## src/rtl/rx_ovr_pkg.sv

```systemverilog
// Package: shared destination encoding for the receive overrun classifier.
// Assumes: the codes are decoded by the neighbouring receive datapath.
package rx_ovr_pkg;
    typedef enum logic [1:0] {
        DEST_DROP    = 2'b00,
        DEST_PROMISC = 2'b01,
        DEST_MATCH   = 2'b10
    } dest_e;

    localparam int NUM_CNT = 3;
    localparam int IDX_SOF = 0;
    localparam int IDX_MOF = 1;
    localparam int IDX_DMA = 2;
endpackage

```

## src/rtl/rx_ovr_policy.sv

```systemverilog
// Module: rx_ovr_policy
// Pure combinational treatment table. From the match result and the two
// enables it gives the normal destination of a frame and whether a frame
// that overruns part-way may still be kept.
// Assumes: inputs are valid on the frame-start cycle; the caller latches.
module rx_ovr_policy
    import rx_ovr_pkg::*;
(
    input  logic  match_i,
    input  logic  promisc_i,
    input  logic  errframe_i,
    output dest_e normal_dest_o,
    output logic  normal_nomatch_o,
    output logic  mof_keep_o
);
    // Normal routing and the keep rule for a mid-frame overrun.
    always_comb begin
        if (match_i) begin
            normal_dest_o    = DEST_MATCH;
            normal_nomatch_o = 1'b0;
        end else if (promisc_i) begin
            normal_dest_o    = DEST_PROMISC;
            normal_nomatch_o = 1'b1;
        end else begin
            normal_dest_o    = DEST_DROP;
            normal_nomatch_o = 1'b0;
        end
        mof_keep_o = errframe_i & (match_i | promisc_i);
    end
endmodule

```

## src/rtl/rx_ovr_classifier.sv

```systemverilog
// Module: rx_ovr_classifier
// Per-frame overrun tracker. A resource shortfall on the start cycle is a
// start-of-frame overrun. The first shortfall after the start is a
// middle-of-frame overrun. The decision is registered and held until the
// next frame starts, and each counted overrun gives one-cycle pulses.
// Assumes: frame_start marks the first cycle of a frame and frame_end the
// last cycle; both may be high together for a one-cycle frame.
module rx_ovr_classifier
    import rx_ovr_pkg::*;
(
    input  logic  clk,
    input  logic  rst_n,
    input  logic  frame_start_i,
    input  logic  frame_end_i,
    input  logic  fifo_ok_i,
    input  logic  dma_ok_i,
    input  dest_e normal_dest_i,
    input  logic  normal_nomatch_i,
    input  logic  mof_keep_i,
    output dest_e dest_o,
    output logic  truncate_o,
    output logic  flag_overrun_o,
    output logic  flag_nomatch_o,
    output logic  inc_sof_o,
    output logic  inc_mof_o,
    output logic  inc_dma_o
);
    logic in_frame_q;
    logic ovr_seen_q;
    logic keep_q;
    logic short_w;

    // A cycle lacks resources if either the FIFO or the DMA has no room.
    assign short_w = ~fifo_ok_i | ~dma_ok_i;

    // Frame tracking, treatment decision and event pulses.
    always_ff @(posedge clk) begin
        if (!rst_n) begin
            in_frame_q     <= 1'b0;
            ovr_seen_q     <= 1'b0;
            keep_q         <= 1'b0;
            dest_o         <= DEST_DROP;
            truncate_o     <= 1'b0;
            flag_overrun_o <= 1'b0;
            flag_nomatch_o <= 1'b0;
            inc_sof_o      <= 1'b0;
            inc_mof_o      <= 1'b0;
            inc_dma_o      <= 1'b0;
        end else begin
            inc_sof_o <= 1'b0;
            inc_mof_o <= 1'b0;
            inc_dma_o <= 1'b0;
            if (frame_start_i) begin
                in_frame_q     <= ~frame_end_i;
                ovr_seen_q     <= short_w;
                keep_q         <= mof_keep_i;
                truncate_o     <= 1'b0;
                flag_overrun_o <= 1'b0;
                if (short_w) begin
                    dest_o         <= DEST_DROP;
                    flag_nomatch_o <= 1'b0;
                    inc_sof_o      <= 1'b1;
                    inc_dma_o      <= ~dma_ok_i;
                end else begin
                    dest_o         <= normal_dest_i;
                    flag_nomatch_o <= normal_nomatch_i;
                end
            end else if (in_frame_q) begin
                if (frame_end_i) begin
                    in_frame_q <= 1'b0;
                end
                if (short_w && !ovr_seen_q) begin
                    ovr_seen_q <= 1'b1;
                    inc_mof_o  <= 1'b1;
                    inc_dma_o  <= ~dma_ok_i;
                    if (keep_q) begin
                        truncate_o     <= 1'b1;
                        flag_overrun_o <= 1'b1;
                    end else begin
                        dest_o         <= DEST_DROP;
                        flag_nomatch_o <= 1'b0;
                    end
                end
            end
        end
    end

    // a start-of-frame overrun always leaves the frame dropped and unflagged.
    p_sof_drop_r3: assert property (@(posedge clk) disable iff (!rst_n)
        inc_sof_o |-> (dest_o == DEST_DROP && !truncate_o && !flag_overrun_o && !flag_nomatch_o));

    // a DMA pulse never comes without its start or middle pulse.
    p_dma_pair_r7: assert property (@(posedge clk) disable iff (!rst_n)
        inc_dma_o |-> (inc_sof_o || inc_mof_o));

    // one overrun kind per event, never both.
    p_one_kind_r8: assert property (@(posedge clk) disable iff (!rst_n)
        !(inc_sof_o && inc_mof_o));

    // a middle-of-frame pulse is never repeated in the next cycle.
    p_mof_once_r8: assert property (@(posedge clk) disable iff (!rst_n)
        inc_mof_o |=> !inc_mof_o);

    // a truncated frame is always flagged and delivered somewhere.
    p_trunc_flag_r6: assert property (@(posedge clk) disable iff (!rst_n)
        truncate_o |-> (flag_overrun_o && dest_o != DEST_DROP));

    // outside a frame, a missing resource does not change the outputs.
    p_idle_hold_r8: assert property (@(posedge clk) disable iff (!rst_n)
        (!in_frame_q && !frame_start_i) |=> ($stable(dest_o) && !inc_mof_o && !inc_sof_o));
endmodule

```

## src/rtl/rx_ovr_sat_counter.sv

```systemverilog
// Module: rx_ovr_sat_counter
// One statistics counter. It adds one per increment pulse, holds at all
// ones, and clears on a write strobe.
// Assumes: a clear and an increment in the same cycle resolve to zero.
module rx_ovr_sat_counter #(
    parameter int W = 32
) (
    input  logic         clk,
    input  logic         rst_n,
    input  logic         inc_i,
    input  logic         clr_i,
    output logic [W-1:0] cnt_o
);
    localparam logic [W-1:0] MAX_VAL = '1;

    // Saturating count with priority to the clear.
    always_ff @(posedge clk) begin
        if (!rst_n) begin
            cnt_o <= '0;
        end else if (clr_i) begin
            cnt_o <= '0;
        end else if (inc_i && cnt_o != MAX_VAL) begin
            cnt_o <= cnt_o + 1'b1;
        end
    end

    // a full counter never wraps.
    p_no_wrap_r9: assert property (@(posedge clk) disable iff (!rst_n)
        (cnt_o == MAX_VAL && !clr_i) |=> cnt_o == MAX_VAL);

    // after a clear the counter reads zero.
    p_clear_r10: assert property (@(posedge clk) disable iff (!rst_n)
        clr_i |=> cnt_o == '0);

    // without a pulse or a clear, the value holds.
    p_hold_r9: assert property (@(posedge clk) disable iff (!rst_n)
        (!inc_i && !clr_i) |=> $stable(cnt_o));
endmodule

```

## src/rtl/rx_overrun_ctrl.sv

```systemverilog
// Module: rx_overrun_ctrl
// Top of the receive overrun classifier. It joins the treatment table, the
// per-frame tracker and a bank of saturating statistics counters, which
// are read and cleared through a small register port.
// Assumes: the register read is combinational on csr_addr.
module rx_overrun_ctrl
    import rx_ovr_pkg::*;
#(
    parameter int CNT_W = 32
) (
    input  logic             clk,
    input  logic             rst_n,
    input  logic             frame_start,
    input  logic             frame_end,
    input  logic             fifo_ok,
    input  logic             dma_ok,
    input  logic             addr_match,
    input  logic             en_promisc,
    input  logic             en_errframe,
    output logic [1:0]       dest,
    output logic             truncate,
    output logic             flag_overrun,
    output logic             flag_nomatch,
    output logic             inc_sof,
    output logic             inc_mof,
    output logic             inc_dma,
    input  logic             csr_wr,
    input  logic [1:0]       csr_addr,
    output logic [CNT_W-1:0] csr_rdata
);
    dest_e             normal_dest;
    logic              normal_nomatch;
    logic              mof_keep;
    dest_e             dest_q;
    logic [NUM_CNT-1:0] inc_vec;
    logic [CNT_W-1:0]  cnt_q [NUM_CNT];

    rx_ovr_policy u_policy (
        .match_i          (addr_match),
        .promisc_i        (en_promisc),
        .errframe_i       (en_errframe),
        .normal_dest_o    (normal_dest),
        .normal_nomatch_o (normal_nomatch),
        .mof_keep_o       (mof_keep)
    );

    rx_ovr_classifier u_classifier (
        .clk              (clk),
        .rst_n            (rst_n),
        .frame_start_i    (frame_start),
        .frame_end_i      (frame_end),
        .fifo_ok_i        (fifo_ok),
        .dma_ok_i         (dma_ok),
        .normal_dest_i    (normal_dest),
        .normal_nomatch_i (normal_nomatch),
        .mof_keep_i       (mof_keep),
        .dest_o           (dest_q),
        .truncate_o       (truncate),
        .flag_overrun_o   (flag_overrun),
        .flag_nomatch_o   (flag_nomatch),
        .inc_sof_o        (inc_sof),
        .inc_mof_o        (inc_mof),
        .inc_dma_o        (inc_dma)
    );

    assign dest = dest_q;

    // Gather the pulses in counter-index order.
    always_comb begin
        inc_vec          = '0;
        inc_vec[IDX_SOF] = inc_sof;
        inc_vec[IDX_MOF] = inc_mof;
        inc_vec[IDX_DMA] = inc_dma;
    end

    // One saturating counter per statistic, each cleared by its own address.
    for (genvar gi = 0; gi < NUM_CNT; gi++) begin : g_cnt
        rx_ovr_sat_counter #(.W(CNT_W)) u_cnt (
            .clk   (clk),
            .rst_n (rst_n),
            .inc_i (inc_vec[gi]),
            .clr_i (csr_wr && (csr_addr == gi[1:0])),
            .cnt_o (cnt_q[gi])
        );
    end

    // Read mux; the unused address reads zero.
    always_comb begin
        case (csr_addr)
            2'd0:    csr_rdata = cnt_q[IDX_SOF];
            2'd1:    csr_rdata = cnt_q[IDX_MOF];
            2'd2:    csr_rdata = cnt_q[IDX_DMA];
            default: csr_rdata = '0;
        endcase
    end
endmodule

```

## config.mk

```make
export PLATFORM = sky130hd
export DESIGN_NAME = rx_overrun_ctrl
export DESIGN_NICKNAME = d
export VERILOG_FILES = /design/src/rtl/rx_ovr_pkg.sv /design/src/rtl/rx_ovr_policy.sv /design/src/rtl/rx_ovr_classifier.sv /design/src/rtl/rx_ovr_sat_counter.sv /design/src/rtl/rx_overrun_ctrl.sv
export SDC_FILE = /design/constraint.sdc
export NUM_CORES = 1
export LEC_CHECK = 0
export BUFFER_PORTS_ARGS = -buffer_cell sky130_fd_sc_hd__buf_2
export CAP_MARGIN = 25
export CORE_AREA = 4 4 105 107
export CTS_CLUSTER_SIZE = 14
export DETAILED_ROUTE_END_ITERATION = 8
export DIE_AREA = 0 0 109 111
export PLACE_DENSITY = 0.78
export SETUP_SLACK_MARGIN = 0.15
export SLEW_MARGIN = 20
export SYNTH_ARGS = -nofsm -noshare
export SYNTH_HDL_FRONTEND = slang
export SYNTH_SLANG_ARGS = --single-unit
export TNS_END_PERCENT = 20
```

## constraint.sdc

```tcl
create_clock -name clk -period 5.91 [get_ports clk]
set_clock_uncertainty 0.15 [all_clocks]
set_input_delay 0.591 -clock clk [delete_from_list [all_inputs] [get_ports clk]]
set_output_delay 0.591 -clock clk [all_outputs]
set_load 0.03 [all_outputs]
```

# [Word-level counts from Yosys, hierarchy flattened]
# Cells that the tools add are included.
[op_classes] addsub=3 n_eq_ne=6 n_mux=27 bitwise_logic=8 reduce_logical=20
[ops] op="$add 32x1->32 const B" n=3
[ops] op="$ne 32x32->1 const B" n=3
[ops] op="$pmux 32 s3" n=1
[ops] op="$mux 1" n=20
[ops] op="$mux 2" n=6
[ops] op="$reduce_or 2->1" n=4
[ops] op="$logic_and 1x1->1" n=7
[ops] op="$reduce_and 3->1" n=2
[ops] op="$not 1->1" n=5
[ops] op="$reduce_and 2->1" n=2
[ops] op="$reduce_bool 2->1" n=2
[ops] op="$reduce_or 3->1" n=1
[ops] op="$eq 2x1->1 const B" n=1
[ops] op="$eq 2x2->1 const B" n=1
[ops] op="$logic_not 2->1" n=1
[ops] op="$ne 2x2->1 const B" n=1
[ops] op="$or 1x1->1" n=2
[ops] op="$and 1x1->1" n=1
[ops] op="$logic_not 1->1" n=1
[totals] reg_bits=106 input_bits=12 out_inout_bits=40 wordCells=76

# [Longest topological paths before layout]
# Gate-level depths: netlist of the first run.
[logic_depth] word_depth=6 ltp_mapped=8 depth_no_buf=6

# [By module]
# From an unflattened synthesis of the first run, not the netlist that was laid out.
[hier_totals] cells_unflattened=725 area_unflattened_um2=6272.3
[by_module_without_submodules] mod="rx_ovr_sat_counter at g_cnt[0].u_cnt ..." instances=2 cells_each=203 area_each_um2=1667.8 seq_area_each_um2=640.6
[by_module_without_submodules] mod="rx_ovr_sat_counter at g_cnt[2].u_cnt" instances=1 cells_each=198 area_each_um2=1747.9 seq_area_each_um2=640.6
[by_module_without_submodules] mod="rx_overrun_ctrl" instances=1 cells_each=80 area_each_um2=749.5 seq_area_each_um2=0.0
[by_module_without_submodules] mod="rx_ovr_classifier" instances=1 cells_each=37 area_each_um2=410.4 seq_area_each_um2=200.2
[by_module_without_submodules] mod="rx_ovr_policy" instances=1 cells_each=4 area_each_um2=28.8 seq_area_each_um2=0.0

# [Worst setup path before layout of the first run]
# OpenSTA, ideal clock, no wires.
[synth_timing] path_kind="input to output" from="input port csr_addr[1]" to="output port csr_rdata[10]" arrival_time_ns=2.172 required_ns=5.169 path_slack_ns=2.997 stages=4 n_path_buf=2 cell_sequence="clkbuf_1 > buf_1 > mux2i_1 > o21ai_0"
[synth_between] elab_chain_cells=2 elab_cells_between_ends=4 classes_between="eq/ne (2); mux (1); reduce/logical (1)"
[synth_rtl] element="from (decl)" line_no="rx_overrun_ctrl.sv:28" source="input logic [1:0] csr_addr,"
[synth_rtl] element="$eq 2x2->1, or another cell as far along" line_no="rx_overrun_ctrl.sv:89" source="case (csr_addr)"
[synth_rtl] element="$pmux 32 s3 (*)" line_no="rx_overrun_ctrl.sv:89"
[synth_rtl] element="to (decl)" line_no="rx_overrun_ctrl.sv:29" source="output logic [CNT_W-1:0] csr_rdata"
# Mark *: on every way between the ends. The rest lies on a longest branch, timed or not.

# [Worst setup path after layout of the first run]
[layout_timing] from="input port csr_addr[0]" to="output port csr_rdata[11]"
# Same word-level chain as after synthesis.

==> results of run 1 <==
## worst max-delay path by stage
stage,startpoint,to,cells past startpoint
after detailed placement,csr_addr[1],g_cnt[1].u_cnt.cnt_o[30],8
after global placement,csr_addr[1],g_cnt[1].u_cnt.cnt_o[6],8
after global routing,csr_addr[0],csr_rdata[12],6
final,csr_addr[0],csr_rdata[11],6
after CTS,csr_addr[0],csr_rdata[11],6
after floorplan,csr_addr[1],csr_rdata[10],4
## cell type report
type / count / area, sq um
fillers: 918 / 3697
clock buffers: 11 / 131.4
repair buffers: 60 / 342.8
inverters: 13 / 48.80
clock inverters: 5 / 56.30
well taps: 136 / 170.2
flip-flops and latches: 105 / 2102
multi-input cells: 596 / 3590
## power by group through the flow
stage | Clock (mW) | Sequential (mW) | Combinational [mW]
2_1_floorplan | 0 | 0.732 | 0.0421
3_3_place_gp | 0 | 0.730 | 0.0588
3_5_place_dp | 0 | 0.731 | 0.0611
4_1_cts | 0.452 | 0.714 | 0.0614
5_1_grt | 0.484 | 0.715 | 0.0702
6_report | 0.447 | 0.714 | 0.0646
## kinds of logic (layout without fill, tap and decap cells)
kind of cell             after synthesis  after routing  share of synthesized area [%]
adder cells (fa/ha/maj)                3              3                         0.6376
flip-flops                           105            105                          35.70
multiplexers                          37             37                          6.290
XOR/XNOR                              18             18                          2.678
AO/OA/AOI/OAI                        193            193                          19.36
AND/OR/NAND/NOR                      345            345                          31.73
buffers and inverters                 54             89                          3.612
## layout by cell type (no fill, tap or decap), types with 4 or more instances in the layout
cell,count
nor3_1,8
clkbuf_8,9
or3_2,6
nor3b_1,4
o31ai_1,21
nand3_1,35
o21ai_0,71
nor2_1,34
nand2b_1,10
and4_1,14
nand2_1,103
xnor2_1,15
o211ai_1,7
a21oi_1,59
buf_4,8
and2_1,4
nor4_1,13
mux2i_1,37
or4_1,29
and3_1,12
or3_1,36
inv_1,13
buf_2,51
dfxtp_1,105
a31o_2,5
nand4_1,25
a31oi_1,7
## stage by stage
stage | hold WS, ns | util (%)
final | 0.2064 | 63.53
after global routing | 0.1901 | 63.53
after global placement | 0.3174 | 61.41
after detailed placement | 0.3159 | 61.41
after CTS | 0.1909 | 63.26
after floorplan | 0.3069 | -
## registers in the layout (all words and copies together) (netlist names)
| name | cells |
|---|---|
| u_classifier.inc_mof_o | 1 |
| u_classifier.inc_sof_o | 1 |
| u_classifier.dest_o | 2 |
| u_classifier.keep_q | 1 |
| u_classifier.truncate_o | 1 |
| u_classifier.inc_dma_o | 1 |
| g_cnt.u_cnt.cnt_o | 96 |
| u_classifier.ovr_seen_q | 1 |
| u_classifier.in_frame_q | 1 |
## metal layers
| layer | GRT usage [%] | vias to the layer above | wire [microns] |
|---|---|---|---|
| li1 | - | 2887 | - |
| met1 | 32.95 | 2801 | 6751 |
| met2 | 46.52 | 212 | 7910 |
| met3 | 6.115 | 33 | 1017 |
| met4 | 9.175 | 0 | 403 |
| met5 | 0 | - | 0 |
==> results.cfg, run 1 <==
[sta]
fin_crit_sh_pct = 51.82
rsz0062_at_grt = false
relSlewSlack_pct = 34.81
max_clock_freq_ghz = 0.3265
finalSetupTns_ns = 0
tightest_slew_ns = 0.9755
final-hold-violation-count = 0
drv_slew = 0
timing.final.ws_setup_ns = 2.848
layout_min_cycle_time_ns = 3.062
finalSetupViolations = 0

[worst_setup_path]
crit_type = in -> out
crit_chain = buf_2 > nor2b_2 > buf_4 > nand2_1 > o21ai_0 > buf_2
reg2reg_to = g_cnt[2].u_cnt.cnt_o[31]
critPathSlowestCell = nor2b_2
crit_family = buffers and inverters
crit_path_max_fanout = 35
reg2reg_depth = 5
cp.required_ns = 5.17
reg2reg_slack_ns = 3.09
worst-path-buf-inv = 3
cpPeakStageDelay_ns = 0.47
arrival_ns = 2.32
r2r-start = g_cnt[2].u_cnt.cnt_o[5]
path_common_cell = buf_2
start_kind = input port
cp-end-kind = output port

[floorplan]
start_util_pct = 58.08
rows = 37
die_area_sq_mm = 0.01210
die_w_microns = 109
die_h_microns = 111
core-area_sq_mm = 0.01014
io_pins = 52

[yosys]
synth.top_cell.area_share_pct = 35.70
syn-num-nets = 770
synthTopCellsByArea = dfxtp_1, nand2_1, mux2i_1
synthCells = 755
synth_cell_type_count = 52
avgSynthCellArea_sq_um = 7.799
synth_top_area_cell = dfxtp_1
syn-cell-area_sq_mm = 0.005888
synth-seq-cells = 105
synth.most_common_cell = dfxtp_1
synth.top_cells.by_count = dfxtp_1, nand2_1, o21ai_0
ys_seq_area_share_pct = 35.70
yosys_warnings = 0
async_flop_share_pct = 0
synth_edf_count = 0
synth-main-ff-cell = dfxtp_1

[power_and_ir_drop]
p_sw_mw = 0.3002
powerDensity_mw_per_mm2 = 190.3
total_power_mw = 1.226
switching_share_pct = 24.50
pwr-share-clk_pct = 36.5
p_leak_nw = 2.139
p_seq_share_pct = 58.3
comb_power_share_pct = 5.3
internal-power_mw = 0.9254
vdd_drop_max_v = 0.0001485

[min_path]
worstHoldStart = frame_end
min_to = u_classifier.in_frame_q
hp-class = in -> reg
holdPathStages = 2

[grt]
grt_overflow = 0
grt_usage_pct = 27.11
grt_antenna_before_repair = 0
grt_max_degree = 37
grt_first_pass_wirelength_microns = 26420
grt_pass1_vias = 5657

[final_layout]
num_antenna_cells = 0
nets = 800
design_area_sq_mm = 0.006441
syn_to_final_growth_pct = 9.392
layout-drive-gt1-share_pct = 12.03
fin_cells = 926

[routing]
drc = 0
postRouteAntennaNets = 0
num_vias = 5933
drt_wl_total_microns = 16080
drt_iter0_markers = 446
wire_per_inst_microns = 17.37
viasPerCell = 6.407
dr.pass1.iters = 5

[clock_tree]
cts_tree = yes
clock_path_buffers = 2
clock-root-buffer = clkbuf_8
postCtsSetupBuffers = 0
ctsHoldBuffers = 0
clock_sinks = 105
cts_buffers = 9
insertion_delay_ns = 0.40
post_cts_resized = 0
cts.clk_slew.worst_paths_ns = 0.09
htree_levels = 3

[place]
routabilityCongestion = 0.9017
dp_hpwl_microns = 11850
io_buffers = 51
placed_cells = 909
dp_slack_ns = 2.616
post_dp_cell_area_sq_mm = 0.006226

[job]
maxCapViolCount = 0

[run_status]
status = complete, no violations
(Power assumes the default switching activity.)
==> inputs of run 2 (changes only) <==
==> constraint.sdc (replaced) <==
create_clock -name clk -period 2.9 [get_ports clk]
set_clock_uncertainty 0.15 [all_clocks]
set_input_delay 0.29 -clock clk [delete_from_list [all_inputs] [get_ports clk]]
set_output_delay 0.29 -clock clk [all_outputs]
set_load 0.03 [all_outputs]
==> results.cfg, run 2 (synthesis results as in run 1) <==
[worst_setup_path]
crit_chain = nand4_2 > or4_4 > or3_4 > or4_1 > mux2i_1
cp.required_ns = 3.04
crit_path_max_fanout = 10
worst-path-buf-inv = 0
crit_family = simple AND/OR/NAND/NOR gates
crit_type = reg -> reg
cpPeakStageDelay_ns = 0.60
critPathSlowestCell = or4_4
arrival_ns = 2.75
start_kind = flop
cp-end-kind = flop

[sta]
final-hold-violation-count = 0
tightest_slew_ns = 0.9197
rsz0062_at_grt = false
max_clock_freq_ghz = 0.3831
relSlewSlack_pct = 38.12
timing.final.ws_setup_ns = 0.2894
finalSetupViolations = 0
whs_ns = 0.06023
finalSetupTns_ns = 0
drv_slew = 0
layout_min_cycle_time_ns = 2.611
fin_crit_sh_pct = 90.02

[final_layout]
layout-drive-gt1-share_pct = 13.57
num_antenna_cells = 0
regMostFlops = g_cnt.u_cnt.cnt_o
syn_to_final_growth_pct = 11.35
final_cell_mix = dfxtp_1, nand2_1, o21ai_0
largest_register_ffs = 96
nets = 813
final_common_cell = dfxtp_1
top_regs = g_cnt.u_cnt.cnt_o (96), u_classifier.dest_o (2)

[routing]
postRouteAntennaNets = 0
num_vias = 6112
drt_wl_total_microns = 16500
viasPerCell = 6.509
dr.pass1.iters = 5
drc = 0
wire_per_inst_microns = 17.57
drt_iter0_markers = 563

[clock_tree]
insertion_delay_ns = 0.39
postCtsSetupBuffers = 0
cts_buffers = 9
clock-root-buffer = clkbuf_8
cts.clk_slew.worst_paths_ns = 0.10
clock_path_buffers = 2
clock_sinks = 105
htree_levels = 3
cts_tree = yes

[power_and_ir_drop]
total_power_mw = 2.579
p_leak_nw = 2.206
powerDensity_mw_per_mm2 = 393.4
vdd_drop_max_v = 0.0002736

[place]
dp_hpwl_microns = 12110
routabilityCongestion = 0.9184
io_buffers = 51
dp_slack_ns = 0.2462

[min_path]
hp-class = in -> reg

[floorplan]
die_h_microns = 111
die_w_microns = 109
start_util_pct = 58.08
io_pins = 52
rows = 37
core-area_sq_mm = 0.01014
die_area_sq_mm = 0.01210

[grt]
grt_usage_pct = 27.71
grt_first_pass_wirelength_microns = 27010
grt_pass1_vias = 5639
grt_overflow = 0
grt_antenna_before_repair = 0
grt_max_degree = 34

[run_status]
status = complete, no violations

[job]
maxCapViolCount = 0
[run 2: changes by cell type in the layout (fill, tap and decap cells not counted), moves of 2 or more]
cell / before / now
buf_4: 8 / 20
clkbuf_8: 9 / 12
clkbuf_1: 2 / 0
dlygate4sd3_1: 0 / 2
[run 2: path summary, 6_finish.rpt]
check                                  end               startpoint  cells past startpoint  slack, ns
hold / removal         u_classifier.keep_q              en_errframe                      3       0.06
setup / recovery  g_cnt[0].u_cnt.cnt_o[31]  g_cnt[0].u_cnt.cnt_o[2]                      5       0.29
hold reg to reg     u_classifier.dest_o[1]   u_classifier.dest_o[1]                      2       0.34
setup reg to reg  g_cnt[0].u_cnt.cnt_o[31]  g_cnt[0].u_cnt.cnt_o[2]                      5       0.29
[run 2: stage by stage]
stage | std cells | util, % | cell area [sq um]
after floorplan | 755 | - | 5888
after global placement | 921 | 62.30 | 6316
after detailed placement | 921 | 62.30 | 6316
after CTS | 939 | 64.62 | 6551
after global routing | 939 | 64.67 | 6556
final | 939 | 64.67 | 6556
[run 2: report_power, final]
part | internal, mW | total (mW) | leakage (nW) | switching [mW]
clock | 0.469 | 0.984 | 0.105 | 0.516
combinational | 0.0434 | 0.140 | 1.25 | 0.0962
sequential | 1.45 | 1.45 | 0.847 | 0.00723
total | 1.96 | 2.58 | 2.21 | 0.619
[run 2: area by class of cell]
class                      instances  area (sq um)
clock buffer                      12         165.2
clock inverter                     4         50.05
fill                             858          3582
inverter                          13         48.80
multi-input combinational        596          3595
sequential                       105          2102
tap                              136         170.2
timing repair buffer              73         425.4
[run 2: worst register-to-register path: stages (launching register included)]
cell and delay (ns):
dfxtp_1 0.47, nand4_2 0.21, or4_4 0.60, or3_4 0.45, or4_1 0.51, mux2i_1 0.13
[run 2: metal layers]
layer	track usage [%]	wire length [microns]	up-vias
li1	-	-	2905
met1	35.81	6874	2883
met2	44.84	7850	276
met3	3.494	1160	48
met4	13.97	618	0
met5	0	0	-
[run 2: timing repair]
action                                  4_1_cts  5_1_grt
hold buffers                                  2        0
hold endpoints to repair                      2        0
endpoints found under the setup margin        0        2
gates resized for setup                       0        1
